File: src/rtl/busmode_pkg.sv
package busmode_pkg;

    typedef enum logic [1:0] {
        MODE_SE  = 2'd0,
        MODE_LVD = 2'd1,
        MODE_HVD = 2'd2
    } mode_t;

    typedef enum logic [1:0] {
        ST_SE  = 2'd0,
        ST_LVD = 2'd1,
        ST_HVD = 2'd2
    } state_t;

    function automatic mode_t state_to_mode(input state_t s);
        unique case (s)
            ST_LVD:  return MODE_LVD;
            ST_HVD:  return MODE_HVD;
            default: return MODE_SE;
        endcase
    endfunction

endpackage

File: src/rtl/busmode_classify.sv
module busmode_classify
    import busmode_pkg::*;
(
    input  logic  flag_se,
    input  logic  flag_lvd,
    input  logic  flag_hvd,
    output logic  rd_valid,
    output mode_t rd_mode
);

    always_comb begin
        rd_valid = 1'b1;
        rd_mode  = MODE_SE;
        unique case ({flag_hvd, flag_lvd, flag_se})
            3'b001:  rd_mode = MODE_SE;
            3'b010:  rd_mode = MODE_LVD;
            3'b100:  rd_mode = MODE_HVD;
            default: rd_valid = 1'b0;   // gap: none or several windows
        endcase
    end

endmodule

File: src/rtl/busmode_qualify.sv
module busmode_qualify
    import busmode_pkg::*;
#(
    parameter int DELAY_CYC = 125000
) (
    input  logic  clk,
    input  logic  rst_n,
    input  logic  hold,
    input  logic  rd_valid,
    input  mode_t rd_mode,
    input  mode_t committed,
    output logic  commit_req,
    output mode_t commit_mode
);

    localparam int CW = $clog2(DELAY_CYC + 1);

    mode_t         cand_q;
    logic [CW-1:0] cnt_q;
    logic [CW-1:0] cnt_nxt;

    always_comb begin
        cnt_nxt     = (rd_mode == cand_q) ? cnt_q + CW'(1) : CW'(1);
        commit_mode = rd_mode;
        commit_req  = !hold && rd_valid && (rd_mode != committed) &&
                      (cnt_nxt >= CW'(DELAY_CYC));
    end

    always_ff @(posedge clk or negedge rst_n) begin
        if (!rst_n) begin
            cand_q <= MODE_SE;
            cnt_q  <= '0;
        end else if (!hold && rd_valid) begin
            cand_q <= rd_mode;
            if (rd_mode == committed || commit_req) begin
                cnt_q <= '0;
            end else begin
                cnt_q <= cnt_nxt;
            end
        end
    end

endmodule

File: src/rtl/busmode_ctrl.sv
module busmode_ctrl
    import busmode_pkg::*;
#(
    parameter int DELAY_CYC = 125000
) (
    input  logic clk,
    input  logic rst_n,
    input  logic cmp_se,
    input  logic cmp_lvd,
    input  logic cmp_hvd,
    input  logic iso_req,
    input  logic over_temp,
    output logic se_sw_en,
    output logic lvd_sw_en,
    output logic isolated,
    output logic vref_en,
    output logic sense_drv_en,
    output logic lvd_stat,
    output logic se_stat
);

    state_t state_q;
    state_t state_d;
    logic   forced;
    logic   rd_valid;
    mode_t  rd_mode;
    logic   commit_req;
    mode_t  commit_mode;

    assign forced = iso_req | over_temp;

    busmode_classify u_classify (
        .flag_se  (cmp_se),
        .flag_lvd (cmp_lvd),
        .flag_hvd (cmp_hvd),
        .rd_valid (rd_valid),
        .rd_mode  (rd_mode)
    );

    busmode_qualify #(.DELAY_CYC(DELAY_CYC)) u_qualify (
        .clk         (clk),
        .rst_n       (rst_n),
        .hold        (forced),
        .rd_valid    (rd_valid),
        .rd_mode     (rd_mode),
        .committed   (state_to_mode(state_q)),
        .commit_req  (commit_req),
        .commit_mode (commit_mode)
    );

    always_comb begin
        state_d = state_q;
        if (commit_req) begin
            unique case (commit_mode)
                MODE_LVD: state_d = ST_LVD;
                MODE_HVD: state_d = ST_HVD;
                default:  state_d = ST_SE;
            endcase
        end
    end

    always_ff @(posedge clk or negedge rst_n) begin
        if (!rst_n) begin
            state_q <= ST_SE;
        end else begin
            state_q <= state_d;
        end
    end

    always_comb begin
        se_sw_en     = 1'b0;
        lvd_sw_en    = 1'b0;
        isolated     = 1'b1;
        vref_en      = 1'b0;
        sense_drv_en = !forced;
        lvd_stat     = 1'b0;
        se_stat      = 1'b0;
        unique case (state_q)
            ST_SE: begin
                se_stat  = 1'b1;
                se_sw_en = !forced;
                isolated = forced;
                vref_en  = !forced;
            end
            ST_LVD: begin
                lvd_stat  = 1'b1;
                lvd_sw_en = !forced;
                isolated  = forced;
                vref_en   = !forced;
            end
            default: begin
                isolated = 1'b1;
            end
        endcase
    end

endmodule


File: config.mk
export PLATFORM = sky130hd
export DESIGN_NAME = busmode_ctrl
export DESIGN_NICKNAME = d
export VERILOG_FILES = /design/src/rtl/busmode_pkg.sv /design/src/rtl/busmode_classify.sv /design/src/rtl/busmode_qualify.sv /design/src/rtl/busmode_ctrl.sv
export SDC_FILE = /design/constraint.sdc
export NUM_CORES = 1
export LEC_CHECK = 0
export BUFFER_PORTS_ARGS = -buffer_cell sky130_fd_sc_hd__buf_4
export CORE_MARGIN = 8
export CORE_UTILIZATION = 60
export CTS_BUF_LIST = sky130_fd_sc_hd__clkbuf_4
export CTS_CLUSTER_SIZE = 40
export DETAILED_ROUTE_END_ITERATION = 7
export HOLD_SLACK_MARGIN = 0.15
export PLACE_DENSITY = 0.81
export SLEW_MARGIN = 20
export SYNTH_ARGS = -nofsm -noshare
export SYNTH_HDL_FRONTEND = slang
export SYNTH_SLANG_ARGS = --single-unit
File: constraint.sdc
create_clock -name clk -period 2.7 [get_ports clk]
set_clock_uncertainty 0.05 [all_clocks]
set_input_delay 0.675 -clock clk [delete_from_list [all_inputs] [get_ports clk]]
set_output_delay 0.675 -clock clk [all_outputs]
set_load 0.01 [all_outputs]
Word level (Yosys, flattened, before mapping)
Index checks and enable logic that the tools add are counted.
- register bits after elaboration: 21
- bits of input ports: 7
- output and inout port bits: 7
- word-level logic and storage cells: 36
- add/subtract/negate cells: 1
- $lt $le $gt $ge: 1
- equality and inequality tests: 10
- multiplexer cells: 12
- bitwise operators: 1
- reductions and logical operators: 8
- operator list (operator ; count):
    $mux 17 ; 2
    $add 17x1->17 const B ; 1
    $ge 17x17->1 const B ; 1
    $pmux 2 s2 ; 3
    $mux 1 ; 7
    $eq 2x1->1 const B ; 2
    $eq 2x2->1 ; 2
    $eq 2x2->1 const B ; 2
    $eq 3x1->1 const B ; 1
    $eq 3x2->1 const B ; 1
    $eq 3x3->1 const B ; 1
    $logic_and 1x1->1 ; 3
    $reduce_or 3->1 ; 1
    $logic_not 2->1 ; 1
    $ne 2x2->1 ; 1
    $reduce_or 2->1 ; 1
    $logic_not 1->1 ; 1
    $logic_or 1x1->1 ; 1
    $or 1x1->1 ; 1

Logic depth before layout (Yosys ltp)
Gate-level depths: netlist of the first run.
- depth after elaboration: 8
- mapped depth: 9
- gate-level depth less buffers: 8

By module
A second synthesis of the first run with hierarchy kept.
- cells, all modules: 179
- area total of the unflattened synthesis: 1536.5 um^2
- modules (own cells, without submodules) (module ; times used ; cells each ; area an instance (um^2)):
    busmode_qualify ; 1 ; 157 ; 1378.8
    busmode_ctrl ; 1 ; 17 ; 121.4
    busmode_classify ; 1 ; 5 ; 36.3

Worst setup path after synthesis of the first run
OpenSTA, ideal clock, no wires.
- kind: input-to-reg
- from: input cmp_se
- to: register u_qualify.cnt_q[2]
- data arrival time: 2515 ps
- data required time: 2524 ps
- setup slack: 9 ps
- cell stages on the path: 9
- path buffers: 2
- cell sequence: buf_6 -> or3b_1 -> a211o_1 -> a221oi_2 -> and4bb_1 -> o211ai_4 -> buf_6 -> a32oi_1 -> o21ai_1
- longest elaborated chain between the ends: 8
- elaborated cells between the ends (all ways): 16
- ends and longest elaborated chain (item ; RTL line ; RTL):
    start: declaration ; busmode_ctrl.sv:8 ; input logic cmp_se,
    $eq 3x3->1 (tied with other cells) ; busmode_classify.sv:14 ; unique case ({flag_hvd, flag_lvd, flag_se})
    $pmux 2 s2 / $reduce_or 3->1 (equally long branches) ; -- ;
    $eq 2x2->1 / $mux 1 (equally long branches) ; busmode_qualify.sv:23, busmode_classify.sv:14 ;
    $mux 17 / $logic_and 1x1->1 (equally long branches) ; busmode_qualify.sv:23, busmode_qualify.sv:25, busmode_qualify.sv:33 ;
    $ge 17x17->1 / $logic_and 1x1->1 (equally long branches) ; busmode_qualify.sv:26, busmode_qualify.sv:25 ;
    $logic_and 1x1->1 ; busmode_qualify.sv:25 ; commit_req = !hold && rd_valid && (rd_mode != committed) &&
    $logic_or 1x1->1 ; busmode_qualify.sv:35 ; if (rd_mode == committed || commit_req) begin
    $mux 17 ; busmode_qualify.sv:35 ;
    end signal: assignment ; busmode_qualify.sv:38 ; cnt_q <= cnt_nxt;
    end: declaration ; busmode_qualify.sv:19 ; logic [CW-1:0] cnt_q;
Parallel ways exist; a longest one is shown, timed or not.
A chain may end at the register's enable or synchronous reset.

Worst setup path in the final report of the first run
- from: input cmp_se
- to: register state_q[1]
- longest elaborated chain between the ends: 6
- elaborated cells between the ends (all ways): 16
- ends and longest elaborated chain (item ; RTL line ; RTL):
    $eq 3x3->1 (tied with other cells) ; busmode_classify.sv:14 ;
    $pmux 2 s2 / $reduce_or 3->1 (equally long branches) ; -- ;
    $eq 2x2->1 / $mux 1 (equally long branches) ; busmode_qualify.sv:23, busmode_classify.sv:14 ;
    $mux 17 / $logic_and 1x1->1 (equally long branches) ; busmode_qualify.sv:23, busmode_qualify.sv:25 ;
    $ge 17x17->1 / $logic_and 1x1->1 (equally long branches) ; busmode_qualify.sv:26, busmode_qualify.sv:25 ;
    $logic_and 1x1->1 ; busmode_qualify.sv:25 ;
    end signal: assignment ; busmode_ctrl.sv:66 ; state_q <= state_d;
    end: declaration ; busmode_ctrl.sv:22 ; state_t state_q;
Parallel ways exist; a longest one is shown, timed or not.

==> reports/results.ini, run 1 <==
[outcome]
status = finished, final reports clean

[die]
core-area_sq_um = 2477
die_h_um = 67.10
die_w_um = 67.10
fp-row-count = 18
dieArea_sq_um = 4502
ioPinCount = 14
start_util_pct = 63.23

[routing]
first_pass_iters = 4
via_count = 1663
antenna_left = 0
drc_errors = 0
drt_iter0_drc = 217
vias_per_cell = 6.573
drt_wl_total_mm = 4.368
post_drt_wl_per_cell_um = 17.26

[clock_tree]
numCtsBuffers = 3
htree_levels = 1
hold_buffers = 0
cts_tree = done
clock-root-buffer = clkbuf_4
clock_sink_count = 21
clk_path_buf_depth = 2
clock_latency_ps = 320
clkTransAtPathRegs_ps = 130

[pwr]
max-vdd-ir-drop_mv = 0.3633
p_per_area_nw_per_um2 = 301.3
finalPower_mw = 0.5806
leakagePower_nw = 0.7928

[worst_setup_path]
critPathKind = input port to register
reg2reg_depth = 8
cp_max_fo = 6
startpoint_type = input port
critical_path_required_ps = 2860
reg2reg_to = state_q[1]
cpPeakStageDelay_ps = 360
crit_path_top_delay_cell = or3b_1
crit_arrival_ps = 2750
r2r-start = u_qualify.cnt_q[1]
cp_cell_sequence = buf_4 > or3b_1 > a211o_1 > a221oi_2 > and4bb_1 > o211ai_4 > buf_4 > mux2_1
crit_top_cell = buf_4
reg2reg_slack_ps = 130
end_kind = register

[placement]
gp_congestion = 0.9558
port_buffers = 13
dp_hpwl_mm = 3.024
place_ws_ps = -187.9

[sta]
fin_ws_ps = 106.1
fin_crit_ps = 2594
relSlewSlack_pct = 68.39
setup_violations = 0
final_max_slew_viol_count = 0
setup_tns_ps = 0
whs_ps = 168.8
finalHoldViolCount = 0
period_share_pct = 96.07
worstMarginPinSlew_ps = 470.9
fmax_mhz = 385.5

[synth]
synth_edf_count = 0
ys.flop_type = dfrtp_1
synth_area_per_cell_sq_um = 8.332
synth_area_sq_um = 1567
ys_warn_count = 0
synth_fp_nets = 196
async_reset_ff_share_pct = 100.0
syn_inst = 188
ys_seq_elements = 21
ys_seq_area_share_pct = 33.55
ys_types = 47

[cells_and_area]
final_common_cell = buf_4
drive_above_1_share_pct = 26.01
antennaDiodeCount = 0
mostFrequentLayoutCells = buf_4, nand2_1, dfrtp_1
fin_nets = 232
area_delta_synth_final_pct = 23.00

[run]
drv_cap = 0

[global_routing]
grt_pass1_vias = 1619
antenna_found_initial = 0
grt_max_degree = 22
grt_usage_pct = 20.25
grt_pass1_wl_mm = 7.169
gr-total-overflow = 0

[worst_hold_path]
hp-class = input port to async pin

## final cells by class
cell class                 instances  area, sq um
clock inverter                     1        5.005
clock buffer                       3        22.52
timing repair buffer              45        337.8
sequential                        21        525.5
fill                             169        550.5
inverter                           5        18.77
multi-input combinational        148        979.7
tap                               30        37.54
## worst max-delay path, delay by kind of cell
kind	cells	cell delay [ps]
compound gates	3	760
buf+inv	2	300
mux	1	300
simple gates	2	710
## report_power, final
group	switching [mW]	total (mW)	leakage (nW)	internal, mW
Sequential	0.0114	0.334	0.285	0.323
Combinational	0.0458	0.0850	0.491	0.0392
Clock	0.106	0.161	0.0177	0.0555
## sequential cells by signal, summed over array words and instances, names as in the netlist
| signal | flops |
|---|---|
| u_qualify.cand_q | 2 |
| u_qualify.cnt_q | 17 |
| state_q | 2 |
## worst max path at each step
stage	startpoint	to	slack [ps]
floorplan	cmp_se	u_qualify.cnt_q[2]	9
global placement	cmp_se	u_qualify.cnt_q[16]	-90
detailed placement	cmp_hvd	u_qualify.cnt_q[16]	-190
CTS	u_qualify.cnt_q[10]	u_qualify.cnt_q[13]	80
global route	u_qualify.cnt_q[0]	u_qualify.cnt_q[2]	-6
finish	cmp_se	state_q[1]	110
## cells in the mapped netlist (all sizes together) (2+ instances only)
master	n	share of area, %
a32o	3	1.9
nand3	9	2.9
a32oi	4	2.2
nor2	13	3.1
nand2	25	6.2
and3	5	2.0
a22oi	4	1.9
inv	5	1.2
nor3	5	1.6
a22o	2	1.1
o31ai	4	1.9
o211ai	3	2.3
clkbuf	10	2.4
a21o	3	1.4
buf	5	2.8
nor2b	4	1.6
o311ai	4	2.2
a21oi	7	2.2
mux2	2	1.4
dfrtp	21	34
nor3b	3	1.4
xor2	3	1.7
nand4	9	3.6
nand4b	2	1.1
or3	3	1.2
xnor2	5	2.8
nor4	2	0.80
o21ai	9	2.9
## stage by stage
step / utilization [%] / cells / area (sq um)
floorplan: - / 188 / 1567
global placement: 74.49 / 246 / 1846
detailed placement: 74.49 / 246 / 1846
CTS: 76.11 / 251 / 1886
global route: 77.78 / 253 / 1927
finish: 77.78 / 253 / 1927
## routing by layer
metal	GRT usage [%]	part of all wire, %	up-vias
li1	-	-	782
met1	26.22	44	796
met2	32.86	47	78
met3	3.356	7.9	7
met4	7.572	1.0	0
met5	0	0	-
## cell families (layout without fill, tap and decap cells)
| logic type | Yosys count | count (layout) | share of synthesized area (%) |
|---|---|---|---|
| muxes | 2 | 2 | 1.438 |
| adders and majority gates | 1 | 1 | 0.7986 |
| AOI/OAI and AO/OA | 47 | 48 | 22.76 |
| buffers and inverters | 20 | 54 | 6.390 |
| xor gates and xnor gates | 8 | 8 | 4.473 |
| and+or+nand+nor | 89 | 89 | 30.59 |
| DFF | 21 | 21 | 33.55 |
## repair_timing
| item | 4_1_cts | 5_1_grt |
|---|---|---|
| gates resized for setup | 0 | 4 |
| hold endpoints to repair | 0 | 0 |
| cloned | 1 | 0 |
| setup buffers | 0 | 2 |
| pin swaps | 1 | 1 |
| setup endpoints to repair | 7 | 17 |
Note: power is estimated with default switching activity, not from simulation.
==> inputs of run 2 (changes only) <==
--- a/config.mk
+++ b/config.mk
@@ -6,7 +6,7 @@
 export NUM_CORES = 1
 export LEC_CHECK = 0
 export BUFFER_PORTS_ARGS = -buffer_cell sky130_fd_sc_hd__buf_4
-export CORE_MARGIN = 8
+export CORE_MARGIN = 1.5
 export CORE_UTILIZATION = 60
 export CTS_BUF_LIST = sky130_fd_sc_hd__clkbuf_4
 export CTS_CLUSTER_SIZE = 40
@@ -17,3 +17,4 @@
 export SYNTH_ARGS = -nofsm -noshare
 export SYNTH_HDL_FRONTEND = slang
 export SYNTH_SLANG_ARGS = --single-unit
+export TNS_END_PERCENT = 20
==> run 2 against run 1 <==
  * Design area decreased by 5.5%
  * Sequential power hardly changed
  * Count of clock-buffer cells in the layout is the same
  * Die area down 35%
  * Fmax up 1.1%
  * Worst setup slack better by 29 ps
  * First-iteration DRC count decreased by 70%
  * Worst hold slack better by 9.6 ps
  * Cell count shrank 5.5%
  * Sequential share of layout area is 1.6 points higher
==> reports/results.ini, run 2 (synthesized netlist as in run 1, its figures left out) <==
[pwr]
p_per_area_nw_per_um2 = 308.2
finalPower_mw = 0.5610
max-vdd-ir-drop_mv = 0.2558
leakagePower_nw = 0.7340

[die]
dieArea_sq_um = 2926
start_util_pct = 63.23
core-area_sq_um = 2477
die_h_um = 54.10
die_w_um = 54.10
fp-row-count = 18
ioPinCount = 14

[outcome]
status = finished, final reports clean

[routing]
drt_wl_total_mm = 3.841
via_count = 1577
first_pass_iters = 4
antenna_left = 0
drc_errors = 0
drt_iter0_drc = 66
vias_per_cell = 6.598
post_drt_wl_per_cell_um = 16.07

[worst_setup_path]
crit_path_top_delay_cell = or3b_1
critical_path_required_ps = 2860
cp_max_fo = 7
crit_top_cell = buf_4
end_kind = register
crit_family = compound AO/OA/AOI/OAI gates
cpPeakStageDelay_ps = 390
crit_arrival_ps = 2720
cp_cell_sequence = buf_4 > or3b_1 > a211o_1 > a221oi_2 > and4bb_1 > o211ai_4 > buf_4 > a32oi_1 > nand2_1
cp-startpoint = cmp_se
critPathBufInv = 2
reg2reg_slack_ps = 150
startpoint_type = input port
critPathKind = input port to register
r2r-start = u_qualify.cnt_q[0]

[global_routing]
grt_usage_pct = 29.49
grt_max_degree = 22
grt_pass1_wl_mm = 6.285
grt_pass1_vias = 1389
gr-total-overflow = 0
antenna_found_initial = 0

[run]
drv_cap = 0

[cells_and_area]
fin_area_sq_um = 1821
area_delta_synth_final_pct = 16.21
largest_register_ffs = 17
antennaDiodeCount = 0
mostFrequentLayoutCells = buf_4, nand2_1, dfrtp_1
layout.core_utilization_pct = 73.48
final_common_cell = buf_4
drive_above_1_share_pct = 20.57
largest-register = u_qualify.cnt_q
top_regs = u_qualify.cnt_q (17), state_q (2), u_qualify.cand_q (2)
fin_nets = 218

[sta]
whs_ps = 178.3
setup_violations = 0
finalHoldViolCount = 0
fmax_mhz = 389.8
fin_crit_ps = 2565
period_share_pct = 95.01
relSlewSlack_pct = 64.53
final_max_slew_viol_count = 0
fin_ws_ps = 134.8
worstMarginPinSlew_ps = 528.0

[clock_tree]
clock_latency_ps = 300
postCtsSetupRepairBufs = 0
clock-root-buffer = clkbuf_4
numCtsBuffers = 3
htree_levels = 1
cts_resized = 0
hold_buffers = 0
clock_sink_count = 21
clkTransAtPathRegs_ps = 120
cts_tree = done
clk_path_buf_depth = 2

[worst_hold_path]
hp-class = input port to async pin

[placement]
port_buffers = 13
dp_hpwl_mm = 2.724
dpl_cell_area_sq_um = 1775
gp_congestion = 0.9423
place_ws_ps = -151.1

==> run 2: path summary, 6_finish.rpt <==
path	end	cells after the start
hold / removal	state_q[0]	1
min in group clk	u_qualify.cnt_q[14]	1
setup / recovery	u_qualify.cnt_q[10]	9
setup reg to reg	u_qualify.cnt_q[10]	10
hold reg to reg	u_qualify.cnt_q[14]	1
max in group asynchronous	u_qualify.cnt_q[13]	1
==> run 2: cell type report <==
class	instances	area, sq um
inverters	5	18.77
repair buffers	32	252.7
well taps	30	37.54
multi-input cells	147	958.4
clock buffers	3	22.52
fillers	171	656.9
clock inverters	1	5.005
flip-flops and latches	21	525.5
==> run 2: metrics by stage <==
step / std cells / setup TNS (ps)
6_report: 239 / 0
2_1_floorplan: 188 / 0
4_1_cts: 239 / 0
3_3_place_gp: 235 / -464.4
5_1_grt: 239 / -14.31
3_5_place_dp: 235 / -1731
==> run 2: layer usage <==
layer	share of wire, %	global-route usage [%]	up-vias
met3	7.5	3.333	12
met1	42	40.63	747
met2	48	48.17	72
met4	2.1	9.583	0
li1	-	-	746
met5	0	0	-
==> run 2: power breakdown <==
group | internal (mW) | switching [mW]
clock | 0.0552 | 0.0962
sequential | 0.323 | 0.0116
combinational | 0.0334 | 0.0417
==> inputs of run 3 (changes only) <==
--- a/config.mk
+++ b/config.mk
@@ -12,7 +12,7 @@
 export CTS_CLUSTER_SIZE = 40
 export DETAILED_ROUTE_END_ITERATION = 7
 export HOLD_SLACK_MARGIN = 0.15
-export PLACE_DENSITY = 0.81
+export PLACE_DENSITY = 0.8
 export SLEW_MARGIN = 20
 export SYNTH_ARGS = -nofsm -noshare
 export SYNTH_HDL_FRONTEND = slang
==> run 3 against run 2 <==
  * First-iteration DRC count up 27%
  * Combinational power is 17% higher
  * Core utilization up 6.0 points
  * Non-clock buffer count rose by 16
  * Flip-flop and latch count stayed put
  * Total power grew 6.2%
  * Worst hold slack got worse by 7.1 ps
  * Sequential power about the same
  * Largest power group unchanged
==> reports/results.ini, run 3 (synthesized netlist as in run 1, its figures left out) <==
[sta]
whs_ps = 171.2
period_share_pct = 97.29
setup_violations = 0
fin_ws_ps = 73.13
fin_crit_ps = 2627
worstMarginPinSlew_ps = 534.6
relSlewSlack_pct = 64.25
fmax_mhz = 380.7
finalHoldViolCount = 0
grt_setup_unrepaired = yes
final_max_slew_viol_count = 0

[worst_hold_path]
hp-class = input port to async pin

[routing]
drt_wl_total_mm = 4.761
first_pass_iters = 5
vias_per_cell = 6.785
via_count = 1737
drc_errors = 0
post_drt_wl_per_cell_um = 18.60
antenna_left = 0
drt_iter0_drc = 84

[cells_and_area]
final_common_cell = buf_4
drive_above_1_share_pct = 27.43
top_regs = u_qualify.cnt_q (17), state_q (2), u_qualify.cand_q (2)
largest-register = u_qualify.cnt_q
n_fill_cell = 166
antennaDiodeCount = 0
area_delta_synth_final_pct = 25.64
layout.core_utilization_pct = 79.44
fin_area_sq_um = 1968
largest_register_ffs = 17
fin_nets = 235
mostFrequentLayoutCells = buf_4, nand2_1, dfrtp_1

[clock_tree]
htree_levels = 1
clock-root-buffer = clkbuf_4
hold_buffers = 0
cts_tree = done
clock_latency_ps = 320
numCtsBuffers = 3
clock_sink_count = 21
clk_path_buf_depth = 2
clkTransAtPathRegs_ps = 130

[worst_setup_path]
critPathKind = input port to register
critical_path_required_ps = 2870
end_kind = register
crit_arrival_ps = 2800
cp_cell_sequence = buf_4 > or3b_1 > a211o_1 > a221oi_2 > and4bb_1 > o211ai_2 > a32o_1
critPathBufInv = 1
cp_max_fo = 10
cpPeakStageDelay_ps = 390
crit_path_top_delay_cell = or3b_1
startpoint_type = input port
crit_family = compound AO/OA/AOI/OAI gates

[placement]
gp_congestion = 0.9693
dp_hpwl_mm = 3.235
port_buffers = 13
dpl_cell_area_sq_um = 1853
place_ws_ps = -259.9

[global_routing]
grt_max_degree = 22
gr-total-overflow = 0
grt_usage_pct = 34.81
grt_pass1_vias = 1604
grt_pass1_wl_mm = 7.210
antenna_found_initial = 0

[die]
die_w_um = 54.10
dieArea_sq_um = 2926
fp-row-count = 18
start_util_pct = 63.23
core-area_sq_um = 2477
die_h_um = 54.10
ioPinCount = 14

[pwr]
leakagePower_nw = 0.8224
combPwrFrac_pct = 14.8
p_sw_share_pct = 27.78
p_per_area_nw_per_um2 = 302.7
max-vdd-ir-drop_mv = 0.3976
p_clk_share_pct = 29.1
power_switching_mw = 0.1655
intPower_mw = 0.4303
seqPwrFrac_pct = 56.2

[run]
drv_cap = 0

[outcome]
status = finished, final reports clean

## run 3: final timing paths
check	startpoint	to	slack (ps)	cells past startpoint
worst max-delay path	cmp_se	u_qualify.cnt_q[13]	70	7
worst min-delay path	rst_n	u_qualify.cnt_q[13]	170	1
worst max register to register	u_qualify.cand_q[0]	u_qualify.cnt_q[13]	90	6
worst min register to register	u_qualify.cnt_q[13]	u_qualify.cnt_q[13]	550	1
max in group asynchronous	rst_n	u_qualify.cnt_q[5]	2200	1
min in group clk	u_qualify.cnt_q[13]	u_qualify.cnt_q[13]	550	1
## run 3: per-layer routing
metal / global-route usage, % / share of wire, % / vias up
met5: 0 / 0 / -
met4: 17.92 / 3.5 / 0
met3: 4.722 / 8.1 / 21
met2: 61.79 / 49 / 114
met1: 40.56 / 39 / 819
li1: - / - / 783
## run 3: layout make-up
class | instances | area, sq um | share of cell area, %
Clock buffer | 4 | 30.03 | 1.526
Multi-Input combinational cell | 148 | 983.4 | 49.97
Sequential cell | 21 | 525.5 | 26.70
Timing Repair Buffer | 48 | 372.9 | 18.94
Inverter | 5 | 18.77 | 0.9536
Tap cell | 30 | 37.54 | 1.907
## run 3: timing repair
action                                  CTS  global route
pin swaps                                 1             0
endpoints found under the setup margin    9            16
setup buffers                             4             0
gates resized for setup                   1             4
gates cloned                              1             0
endpoints found under the hold margin     0             0
## run 3: power by group through the flow
stage	registers, mW	clock network, mW	logic, mW
after floorplan	0.337	0	0.0437
after global placement	0.338	0	0.0819
after detailed placement	0.339	0	0.0867
after CTS	0.333	0.171	0.0871
after global routing	0.336	0.184	0.0962
final	0.335	0.173	0.0880
## run 3: through the flow
step | TNS (ps) | total power, mW | std cells
after floorplan | 0 | 0.3809 | 188
after global placement | -914.8 | 0.4200 | 247
after detailed placement | -3204 | 0.4262 | 247
after CTS | 0 | 0.5913 | 256
after global routing | -12.71 | 0.6158 | 256
final | 0 | 0.5958 | 256
